[src/rtl/addrwin_pkg.sv]
package addrwin_pkg;

   typedef enum logic {
      WIN_BASE_SIZE = 1'b0,
      WIN_BOUNDS    = 1'b1
   } win_mode_e;

   typedef struct packed {
      logic enable;
      logic inward;
   } win_ctl_t;

endpackage

[src/rtl/addrwin_reg.sv]
module addrwin_reg #(
   parameter int REG_W  = 16,
   parameter int PAGE_W = 8,
   parameter int SIZE_W = 3
) (
   input  logic                         clk,
   input  logic                         rst,
   input  logic                         we,
   input  logic [REG_W-1:0]             wdata,
   input  addrwin_pkg::win_mode_e       mode,
   output logic [REG_W-1:0]             stored,
   output logic [REG_W-1:0]             rdata
);
   import addrwin_pkg::*;

   localparam int RSV_BIT = REG_W - 1;
   localparam int ONE_HI  = REG_W - 4;
   localparam int ONE_LO  = PAGE_W + SIZE_W;

   if (ONE_HI < ONE_LO) begin : g_bad_layout
      $error("addrwin_reg: no room for fixed-one bits");
   end

   always_ff @(posedge clk or posedge rst) begin
      if (rst)     stored <= '0;
      else if (we) stored <= wdata;
   end

   always_comb begin
      rdata = stored;
      if (mode == WIN_BASE_SIZE) begin
         rdata[RSV_BIT]        = 1'b0;
         rdata[ONE_HI:ONE_LO]  = '1;
      end
   end

   assert_write_lands_R2: assert property (@(posedge clk) disable iff (rst)
      we |=> stored == $past(wdata));
   assert_hold_R2: assert property (@(posedge clk) disable iff (rst)
      !we |=> $stable(stored));
   assert_reset_clear_R1: assert property (@(posedge clk) disable iff (rst)
      $fell(rst) |-> stored == '0);

endmodule

[src/rtl/addrwin_cmp.sv]
module addrwin_cmp #(
   parameter int REG_W  = 16,
   parameter int PAGE_W = 8,
   parameter int SIZE_W = 3
) (
   input  addrwin_pkg::win_mode_e mode,
   input  logic [REG_W-1:0]       stored,
   input  logic [PAGE_W-1:0]      page,
   output logic                   hit
);
   import addrwin_pkg::*;

   logic [PAGE_W-1:0] base_pg;
   logic [SIZE_W-1:0] size_code;
   logic [PAGE_W-1:0] upper_pg;
   logic [PAGE_W-1:0] lower_pg;
   logic [PAGE_W-1:0] cmp_mask;
   logic              hit_bs;
   logic              hit_bd;

   assign base_pg   = stored[PAGE_W-1:0];
   assign size_code = stored[PAGE_W+SIZE_W-1:PAGE_W];
   assign upper_pg  = stored[REG_W-1:PAGE_W];
   assign lower_pg  = stored[PAGE_W-1:0];

   // bit i of the page takes part when it lies within the top size_code+1 bits
   for (genvar i = 0; i < PAGE_W; i++) begin : g_mask
      assign cmp_mask[i] = (32'(size_code) >= (PAGE_W - 1 - i));
   end

   assign hit_bs = ((page ^ base_pg) & cmp_mask) == '0;
   assign hit_bd = (page >= lower_pg) && (page < upper_pg);
   assign hit    = (mode == WIN_BOUNDS) ? hit_bd : hit_bs;

endmodule

[src/rtl/addrwin_route.sv]
module addrwin_route (
   input  addrwin_pkg::win_ctl_t ctl,
   input  logic                  hit,
   input  logic                  from_remote,
   output logic                  map
);
   logic origin_matches;

   assign origin_matches = (from_remote == ctl.inward);
   assign map = ctl.enable && (hit ? origin_matches : !origin_matches);

endmodule

[src/rtl/addrwin_map.sv]
module addrwin_map #(
   parameter int ADDR_W = 24,
   parameter int PAGE_W = 8,
   parameter int SIZE_W = 3,
   parameter int REG_W  = 16
) (
   input  logic              clk,
   input  logic              rst,
   input  logic              reg_we,
   input  logic [REG_W-1:0]  reg_wdata,
   output logic [REG_W-1:0]  reg_rdata,
   input  logic              bound_mode,
   input  logic              bnd_enable,
   input  logic              bnd_inward,
   input  logic [ADDR_W-1:0] cyc_addr,
   input  logic              cyc_from_remote,
   output logic              map_across
);
   import addrwin_pkg::*;

   localparam int EN_BIT  = REG_W - 2;
   localparam int DIR_BIT = REG_W - 3;
   localparam int LOW_W   = ADDR_W - PAGE_W;

   if (REG_W != 2 * PAGE_W) begin : g_bad_reg
      $error("addrwin_map: register must hold two pages");
   end
   if ((1 << SIZE_W) != PAGE_W) begin : g_bad_size
      $error("addrwin_map: size code must span the page width");
   end
   if (LOW_W < 1) begin : g_bad_addr
      $error("addrwin_map: address must be wider than the page");
   end

   win_mode_e         mode;
   logic [REG_W-1:0]  stored;
   logic [PAGE_W-1:0] page;
   logic              hit;
   win_ctl_t          ctl;
   wire               unused_low_bits = ^cyc_addr[LOW_W-1:0];

   assign mode = win_mode_e'(bound_mode);
   assign page = cyc_addr[ADDR_W-1 -: PAGE_W];

   always_comb begin
      if (mode == WIN_BOUNDS) begin
         ctl.enable = bnd_enable;
         ctl.inward = bnd_inward;
      end else begin
         ctl.enable = stored[EN_BIT];
         ctl.inward = stored[DIR_BIT];
      end
   end

   addrwin_reg #(.REG_W(REG_W), .PAGE_W(PAGE_W), .SIZE_W(SIZE_W)) u_reg (
      .clk(clk), .rst(rst), .we(reg_we), .wdata(reg_wdata),
      .mode(mode), .stored(stored), .rdata(reg_rdata));

   addrwin_cmp #(.REG_W(REG_W), .PAGE_W(PAGE_W), .SIZE_W(SIZE_W)) u_cmp (
      .mode(mode), .stored(stored), .page(page), .hit(hit));

   addrwin_route u_route (
      .ctl(ctl), .hit(hit), .from_remote(cyc_from_remote), .map(map_across));

   assert_readback_fixed_R3: assert property (@(posedge clk) disable iff (rst)
      !bound_mode |-> (reg_rdata[REG_W-1] == 1'b0 && reg_rdata[REG_W-4 -: 2] == 2'b11));
   assert_disabled_idle_R5: assert property (@(posedge clk) disable iff (rst)
      ((!bound_mode && !reg_rdata[EN_BIT]) || (bound_mode && !bnd_enable)) |-> !map_across);
   assert_full_match_R6: assert property (@(posedge clk) disable iff (rst)
      (!bound_mode && reg_rdata[EN_BIT] && reg_rdata[PAGE_W +: SIZE_W] == '1
       && page == reg_rdata[PAGE_W-1:0]) |-> map_across == (cyc_from_remote == reg_rdata[DIR_BIT]));
   assert_bounds_inside_R8: assert property (@(posedge clk) disable iff (rst)
      (bound_mode && bnd_enable && page >= reg_rdata[PAGE_W-1:0] && page < reg_rdata[REG_W-1:PAGE_W])
      |-> map_across == (cyc_from_remote == bnd_inward));
   assert_bounds_outside_R9: assert property (@(posedge clk) disable iff (rst)
      (bound_mode && bnd_enable && (page < reg_rdata[PAGE_W-1:0] || page >= reg_rdata[REG_W-1:PAGE_W]))
      |-> map_across == (cyc_from_remote != bnd_inward));

endmodule

[config.mk]
export PLATFORM = sky130hd
export DESIGN_NAME = addrwin_map
export DESIGN_NICKNAME = d
export VERILOG_FILES = /design/src/rtl/addrwin_pkg.sv /design/src/rtl/addrwin_reg.sv /design/src/rtl/addrwin_cmp.sv /design/src/rtl/addrwin_route.sv /design/src/rtl/addrwin_map.sv
export SDC_FILE = /design/constraint.sdc
export NUM_CORES = 1
export LEC_CHECK = 0
export BUFFER_PORTS_ARGS = -buffer_cell sky130_fd_sc_hd__buf_2
export CELL_PAD_IN_SITES_DETAIL_PLACEMENT = 0
export CELL_PAD_IN_SITES_GLOBAL_PLACEMENT = 1
export CORE_UTILIZATION = 33
export CTS_CLUSTER_SIZE = 20
export DETAILED_ROUTE_END_ITERATION = 16
export PLACE_DENSITY = 0.94
export SYNTH_ARGS = -nofsm -noshare
export SYNTH_HDL_FRONTEND = slang
export SYNTH_SLANG_ARGS = --single-unit
[constraint.sdc]
create_clock -name clk -period 4.4 [get_ports clk]
set_input_delay 0.44 -clock clk [delete_from_list [all_inputs] [get_ports clk]]
set_output_delay 0.44 -clock clk [all_outputs]
set_load 0.005 [all_outputs]
==> results.txt, run 1 <==
* Overall fraction of global-route tracks in use: 0.1327
* Clock slew at reported path FFs: 0.10 ns
- Total Negative Setup Slacks: 0 ns
- The max-slew violation total from the final report came to 0.
- Ranked by flip-flop count, first place goes to u_reg.stored.
* Core Rows: 21
- The number of global-route vias before repair was between 800 and 900.
- Final worst-path cycle share: 0.6202
- Peak supply drop: 0.1420 mV
* Routed length on met1: 1124 µm
- Register-to-register path setup slack: 3.63 ns
- For the pin with the worst max-slew slack, the measured transition is 0.6403 ns.
- The worst register-to-register path begins at u_reg.stored[0].
- In the routed design, unresolved DRC markers number 0.
* Final setup violation count: 0
* CTS tree: yes
- For this configuration, the core starts out at a cell density of 0.3449.
- The worst pin sits at a relative slew slack of 0.5727.
- For this design the top-level I/O count stands at 64.
- Root buffer selected by CTS: sky130_fd_sc_hd__clkbuf_4
- CTS built an H-tree with a depth of 1.
- Post-CTS Setup Repair Bufs: 0
* TritonCTS buffer count: 3
- Antenna Cells: 0
* Final Routed Wirelength: about 2300 µm
- Setup repair after global routing missed its margin: false
* Sequential cell area fraction in the yosys report: 0.3452
* Buffer and inverter count on the worst path: 2
- Wire length of the first global-routing pass: about 3600 µm
- Largest delay contributor family on the critical path: compound AO/OA/AOI/OAI gates
* Syn Std Cell Area: 1160 µm²
- Capture instance of the worst register-to-register path: u_reg.stored[0]
- Data arrives at the worst endpoint at 2.29 ns.
- The die is around 60 µm tall.
- Sorting the synthesized cells by area gives the leading types as sky130_fd_sc_hd__dfrtp_1, sky130_fd_sc_hd__ha_1, sky130_fd_sc_hd__buf_4.
* Clock latency on the worst-skew pair: just under 0.3 ns
- Number of standard cells after synthesis: 136
- Slowest cell on crit path: sky130_fd_sc_hd__dfrtp_1
* #FFs+latches synth: 16
- Power per standard cell area: 275.8 nW/µm²
* Count of yosys warnings during synthesis: 0
- Max Clk Rate: roughly 370 MHz
* Outcome: completed
- The die is around 60 µm wide.
- Setup crit start kind: flip-flop
- The floorplan step defined a die boundary enclosing approximately 3800 µm².
- Total via count in the routed design: about 1000
- Entering global routing, the biggest net connects 32 pins.
* Remaining antenna violation count after routing: 0
* Largest registers ranked by flip-flop count: u_reg.stored (16)
- Remaining global-route overflow: 0
- Fraction of final layout cells with drive strength greater than 1: 0.3176
- For the worst flop-to-flop path, the logic depth is 1.
- Syn avg cell area: approximately 8.5 µm²
* Hold Slack: ~0.21 ns
* Max Clock Skew: 0 ns
- The signal on the critical path passes through inv_1 -> ha_1 -> nor2b_1 -> o211a_1 -> a211oi_2 -> o21ai_1 -> a32oi_1 -> mux2i_1 -> buf_2.
* DRC violation total after the first TritonRoute iteration: 24
* Number of sinks driven by the clock tree: 16
- The hold violation total from the final report was 0.
- Met2 WL post-DR: about 1100 µm
- Iteration count of the initial detailed-routing pass: 4
- Floorplan core area: ~3400 µm²
- Cts repair resizes: 0
- Port Buffer Count: 47
* Net Count, Synth: a little under 200
* Leakage: about 0.76 nW
- The worst setup path is captured at an output pin.
- The register with the most flip-flops in the layout has 16 of them.
* Top routing layer in use: met4
* Net count reported at finish: around 230
- At the worst endpoint, the required time is approximately 4 ns.
* Kind of critical path: reg2out
* Number of hold-repair buffers added at the cts stage: 0
* Total of max-cap violations: 0
- After detailed routing, the met3 layer carries ~150 µm of wire.
- The number of different library cells used by synthesis comes to 29.
- P&R area growth vs syn: 18.34%
- Routability-driven placement finished with a final weighted congestion of about 0.81.
- Wire per inst: between 10 and 15 µm
- Area fraction of the dominant cell type after synthesis: 0.3452
* CP max FO: 3
- Post-route minimum period: between 2 and 3 ns
* Placed wire-length estimate after detailed placement: between 1500 and 2000 µm
* Type of the tightest min-delay check: in2async
- Post-synth top area cell: sky130_fd_sc_hd__dfrtp_1
* Clock Tree Buf Depth: 2
- Dividing the detail-routed via count by the number of cells gives approximately 4.5.
- Worst path max stage delay: about 0.35 ns
- The number of antenna violations at the first check in global routing was 0.
synthesized netlist by cell type (all sizes together):
library cell and n:
a211oi 1, a21o 1, a21oi 5, a221o 1, a221oi 1, a31o 1, a32oi 1, and2 1
and3 1, buf 14, clkbuf 3, dfrtp 16, ha 15, inv 17, mux2 1, mux2i 2
nand2 23, nand2b 1, nand3 1, nand4 2, nor2 1, nor2b 1, nor3b 1, o211a 1
o211ai 1, o21ai 21, or2b 1, xnor2 1
per-stage QoR:
| stage | worst slack [ns] | power, W | instances | cell area (µm²) | utilization |
|---|---|---|---|---|---|
| floorplan | 2.210 | 0.0002541 | 136 | 1160 | - |
| global route | 1.525 | 0.0004091 | 216 | 1373 | 0.4081 |
| global placement | 1.847 | 0.0002806 | 212 | 1336 | 0.3973 |
| CTS | 1.645 | 0.0003864 | 216 | 1373 | 0.4081 |
| finish | 1.671 | 0.0003785 | 216 | 1373 | 0.4081 |
| detailed placement | 1.858 | 0.0002826 | 212 | 1336 | 0.3973 |
report_power, final:
group          switching [W]  internal (W)  leakage (nW)
registers         0.00000678      0.000160         0.194
clock network      0.0000499     0.0000504        0.0210
logic              0.0000587     0.0000526         0.541
total               0.000115      0.000263         0.755
routing by layer:
metal  vias to the layer above  track usage
met5                         -            0
met4                         0      0.01948
met3                         2      0.04412
met2                        35       0.2376
met1                       428       0.1571
li1                        514            -
worst max path at each step:
stage                          from         end  slack [ns]  cells past startpoint
global route        u_reg.stored[1]  map_across        1.53                      9
detailed placement     cyc_addr[17]  map_across        1.86                      9
CTS                 u_reg.stored[1]  map_across        1.64                      9
global placement       cyc_addr[17]  map_across        1.85                      9
floorplan              cyc_addr[17]  map_across        2.21                      7
finish              u_reg.stored[1]  map_across        1.67                      9
cell type report:
| type | count | area [µm²] |
|---|---|---|
| multi-input combinational | 86 | 579.3 |
| clock buffer | 4 | 36.28 |
| tap | 46 | 57.56 |
| timing repair buffer | 47 | 235.2 |
| sequential | 16 | 400.4 |
| inverter | 17 | 63.81 |
| fill | 389 | 1991 |
layout by cell type (no fill, tap or decap), types with 2 or more instances in the layout:
master / instances
sky130_fd_sc_hd__a21oi_1: 5
sky130_fd_sc_hd__buf_2: 47
sky130_fd_sc_hd__clkbuf_4: 3
sky130_fd_sc_hd__dfrtp_1: 16
sky130_fd_sc_hd__ha_1: 15
sky130_fd_sc_hd__inv_1: 17
sky130_fd_sc_hd__mux2i_1: 2
sky130_fd_sc_hd__nand2_1: 23
sky130_fd_sc_hd__nand4_1: 2
sky130_fd_sc_hd__o21ai_0: 20
cell families (layout without fill, tap and decap cells):
| family | after synthesis | after routing | synth area share |
|---|---|---|---|
| flip-flops | 16 | 16 | 0.3452 |
| XOR/XNOR | 1 | 1 | 0.007553 |
| buffers and inverters | 34 | 68 | 0.1553 |
| adder cells (fa/ha/maj) | 15 | 15 | 0.1618 |
| multiplexers | 3 | 3 | 0.02697 |
| AO/OA/AOI/OAI | 34 | 34 | 0.1758 |
| AND/OR/NAND/NOR | 33 | 33 | 0.1273 |
Note: power is estimated with default switching activity, not from simulation.
==> run 2, diff against run 1 <==
--- a/config.mk
+++ b/config.mk
@@ -8,10 +8,10 @@
 export BUFFER_PORTS_ARGS = -buffer_cell sky130_fd_sc_hd__buf_2
 export CELL_PAD_IN_SITES_DETAIL_PLACEMENT = 0
 export CELL_PAD_IN_SITES_GLOBAL_PLACEMENT = 1
-export CORE_UTILIZATION = 33
+export CORE_UTILIZATION = 28
 export CTS_CLUSTER_SIZE = 20
 export DETAILED_ROUTE_END_ITERATION = 16
-export PLACE_DENSITY = 0.94
+export PLACE_DENSITY = 0.86
 export SYNTH_ARGS = -nofsm -noshare
 export SYNTH_HDL_FRONTEND = slang
 export SYNTH_SLANG_ARGS = --single-unit
==> constraint.sdc (replaced) <==
create_clock -name clk -period 2.31 [get_ports clk]
set_input_delay 0.231 -clock clk [delete_from_list [all_inputs] [get_ports clk]]
set_output_delay 0.231 -clock clk [all_outputs]
set_load 0.005 [all_outputs]
==> run 2 against run 1 <==
Sequential share of layout area shrank 1.7 points. Largest cell class unchanged. Power grew 100%. Clock skew is the same. Largest power group unchanged. Count of clock-buffer cells in the layout shrank 1. Sequential cell count is the same. Sequential power grew 92%. Combinational power grew 110%. Clock power grew 110%. Final cell count grew 2.3%. Routed wire length grew 8.5%. Critical path type unchanged. Non-clock buffer count grew 2.
==> results.txt, run 2 (synthesis gave the netlist of run 1 again) <==
* Kind of critical path: reg2out
* Signal arrival time at the worst endpoint: 2.06 ns (-0.23 ns)
* Vias per cell: 4.484 (-1.1%)
* Height of the die: 66.36 µm (+8.3%)
* Largest delay contributor family on the critical path: compound AO/OA/AOI/OAI gates
- The global routing stage identified its most utilized layer as met2.
- Number of flip-flops under the largest register name: 16 (unchanged)
- The signal on the critical path passes through inv_2 -> ha_4 -> nor2b_4 -> o211a_1 -> a211oi_2 -> o21ai_1 -> a32oi_1 -> mux2i_1 -> buf_2.
* Root buffer selected by CTS: sky130_fd_sc_hd__clkbuf_8
- Commonest non-fill, non-tap cell in the layout: sky130_fd_sc_hd__buf_2
- Final core utilization: 0.3638 (-0.04433)
- Buffer and inverter count on the worst path: 2 (unchanged)
- Final design area excluding fillers: 1455 µm² (+6.0%)
- The leakage power was 0.7707 nW (+2.0%).
- Combined area of the multi-input logic cells: 636.9 µm² (+9.9%)
* Met1 track utilization from global routing: 0.1461 (-0.01103)
- The width of the chip came to 66.36 µm (+8.3%).
- The total negative slack came to 0 ns (unchanged).
* Peak supply drop: 0.1537 mV (+8.2%)
- The top-level I/O count is 64 (unchanged).
- TritonCTS buffer count: 3 (unchanged)
* Clock latency on the worst-skew pair: 0.24 ns (-0.05 ns)
* Pin count of the biggest net entering global routing: 32 (unchanged)
- The routing usage on met3 is 0.03793 (-0.006187).
* Cell area after placement: 1341 µm² (+0.37%)
- The total power after layout is 0.0007660 W (+100%).
- The final count of negative-setup-slack endpoints was 0 (unchanged).
- Most flop-heavy register: u_reg.stored
* Final weighted congestion in routability-driven placement: 0.7704 (-4.7%)
- STA classifies the critical path startpoint as a flip-flop.
- Post-route minimum period: approximately 2.3 ns
- The remaining global-route overflow came to 0 (unchanged).
* Worst relative slew slack: 0.5745 (+0.001771)
- The number of core rows came to 23 (+9.5%).
- Placed wire-length estimate after detailed placement: 2015 µm (+8.8%)
* Final hold viol count: 0 (unchanged)
- The count of port buffers added during placement came to 47 (unchanged).
* Setup repair after global routing missed its margin: true
* Final Routed Wirelength: 2542 µm (+8.5%)
- The run finished with clean final reports.
- The setup skew after layout is 0 ns (unchanged).
- The delay of the slowest cell on the worst path came to 0.38 ns (+0.03 ns).
* Number of antenna violations at the first check in global routing: 0 (unchanged)
- Number of sinks driven by the clock tree: 16 (unchanged)
- Required @ worst endpoint: 2.08 ns (-1.88 ns)
* Fraction of final layout cells with drive strength greater than 1: 0.3567 (+0.03908)
* Total of max-cap violations: 0 (unchanged)
- The placeable core region came to 4000 µm² (+19%).
- Wire length of the first global-routing pass: 4215 µm (+16%)
- CTS tree: yes
- Compared with the post-synthesis result, the final layout area differs by 25.46%.
- Area taken by flip-flops and latches: 400.4 µm² (unchanged)
- # placed instances: 216 (+1.9%)
- The filler cell count came to 437 (+12%).
- Overall die area: 4404 µm² (+17%)
* Largest registers ranked by flip-flop count: u_reg.stored (16)
* Non-filler cells, final: 221 (+2.3%)
- The ratio of total power to cell area came to 526.4 nW/µm² (+91%).
- Clock Tree Buf Depth: 2 (unchanged)
- STA classifies the critical path endpoint as an output pin.
- Overall fraction of global-route tracks in use: 0.1282 (-0.004520)
- Timing would allow up to around 440 MHz.
- The average wire length per cell after detail routing was 11.50 µm (+6.0%).
- The starting density of the core was 0.2900 (-0.05491).
- Total count of max-transition violations in the final report: 0 (unchanged)
- Type of the tightest min-delay check: in2async
- Count of unresolved DRC violations after routing: 0 (unchanged)
- The CTS H-tree depth was 1 (unchanged).
- Number of hold-repair buffers added at the cts stage: 0 (unchanged)
* Net count reported at finish: 235 (+0.86%)
- Commonest non-fill, non-tap cells in the layout: sky130_fd_sc_hd__buf_2, sky130_fd_sc_hd__nand2_1, sky130_fd_sc_hd__o21ai_0, sky130_fd_sc_hd__inv_1, sky130_fd_sc_hd__dfrtp_1
* Final worst-path cycle share: 0.9915
- Remaining antenna violation count after routing: 0 (unchanged)
* Iteration count of the initial detailed-routing pass: 4 (unchanged)
- Via count of the first global-routing pass: 957 (+13%)
* Antenna Cells: 0 (unchanged)
- CP max FO: 3 (unchanged)
* Slowest cell on crit path: sky130_fd_sc_hd__dfrtp_1
- The clock-pin slew on the worst setup and hold paths came to 0.06 ns (-0.04 ns).
- The actual transition at the worst max-transition pin was 0.6376 ns (-0.002654 ns).
* Fraction of met2 tracks used by global routing: 0.2232 (-0.01436)
- The number of vias in the routed layout is 991 (+1.2%).
- The number of violations reported at the end of detailed-routing iteration 0 is 49 (+100%).
## run 2: path summary, 6_finish.rpt
check	slack (ns)	to	startpoint	depth (start not counted)
max	0.02	map_across	u_reg.stored[1]	9
min	0.06	u_reg.stored[5]	rst	2
max reg2reg	1.40	u_reg.stored[0]	u_reg.stored[0]	2
min reg2reg	0.54	u_reg.stored[11]	u_reg.stored[11]	2
max in group asynchronous	1.84	u_reg.stored[10]	rst	2
min in group clk	0.18	u_reg.stored[14]	reg_wdata[14]	3
## run 2: layout make-up
type | count | share of cell area
flip-flops and latches | 16 | 0.2751
well taps | 50 | 0.04299
multi-input cells | 86 | 0.4377
clock buffers | 3 | 0.02837
inverters | 17 | 0.04385
repair buffers | 49 | 0.1720
## run 2: power breakdown
part	internal (W)	switching (W)	leakage (nW)
clock	0.000116	0.0000947	0.0216
sequential	0.000306	0.0000142	0.194
combinational	0.000117	0.000119	0.555
## run 2: per-layer routing
layer | up-vias | part of all wire
met4 | 0 | 0.010
met5 | - | 0
li1 | 517 | -
met3 | 4 | 0.060
met1 | 444 | 0.43
met2 | 26 | 0.50
## run 2: metrics by stage
stage	hold WS, ns	worst slack (ns)
2_1_floorplan	0.1447	0.3840
6_report	0.05593	0.01961
4_1_cts	0.08769	-0.01631
3_5_place_dp	0.3574	0.1387
5_1_grt	0.1235	-0.1105
3_3_place_gp	0.3491	0.1444
## run 2: what timing repair did
item | in CTS | in global routing
setup buffers | 2 | 0
endpoints found under the setup margin | 1 | 1
hold endpoints to repair | 0 | 0
pin swaps | 4 | 1
gates resized for setup | 5 | 1
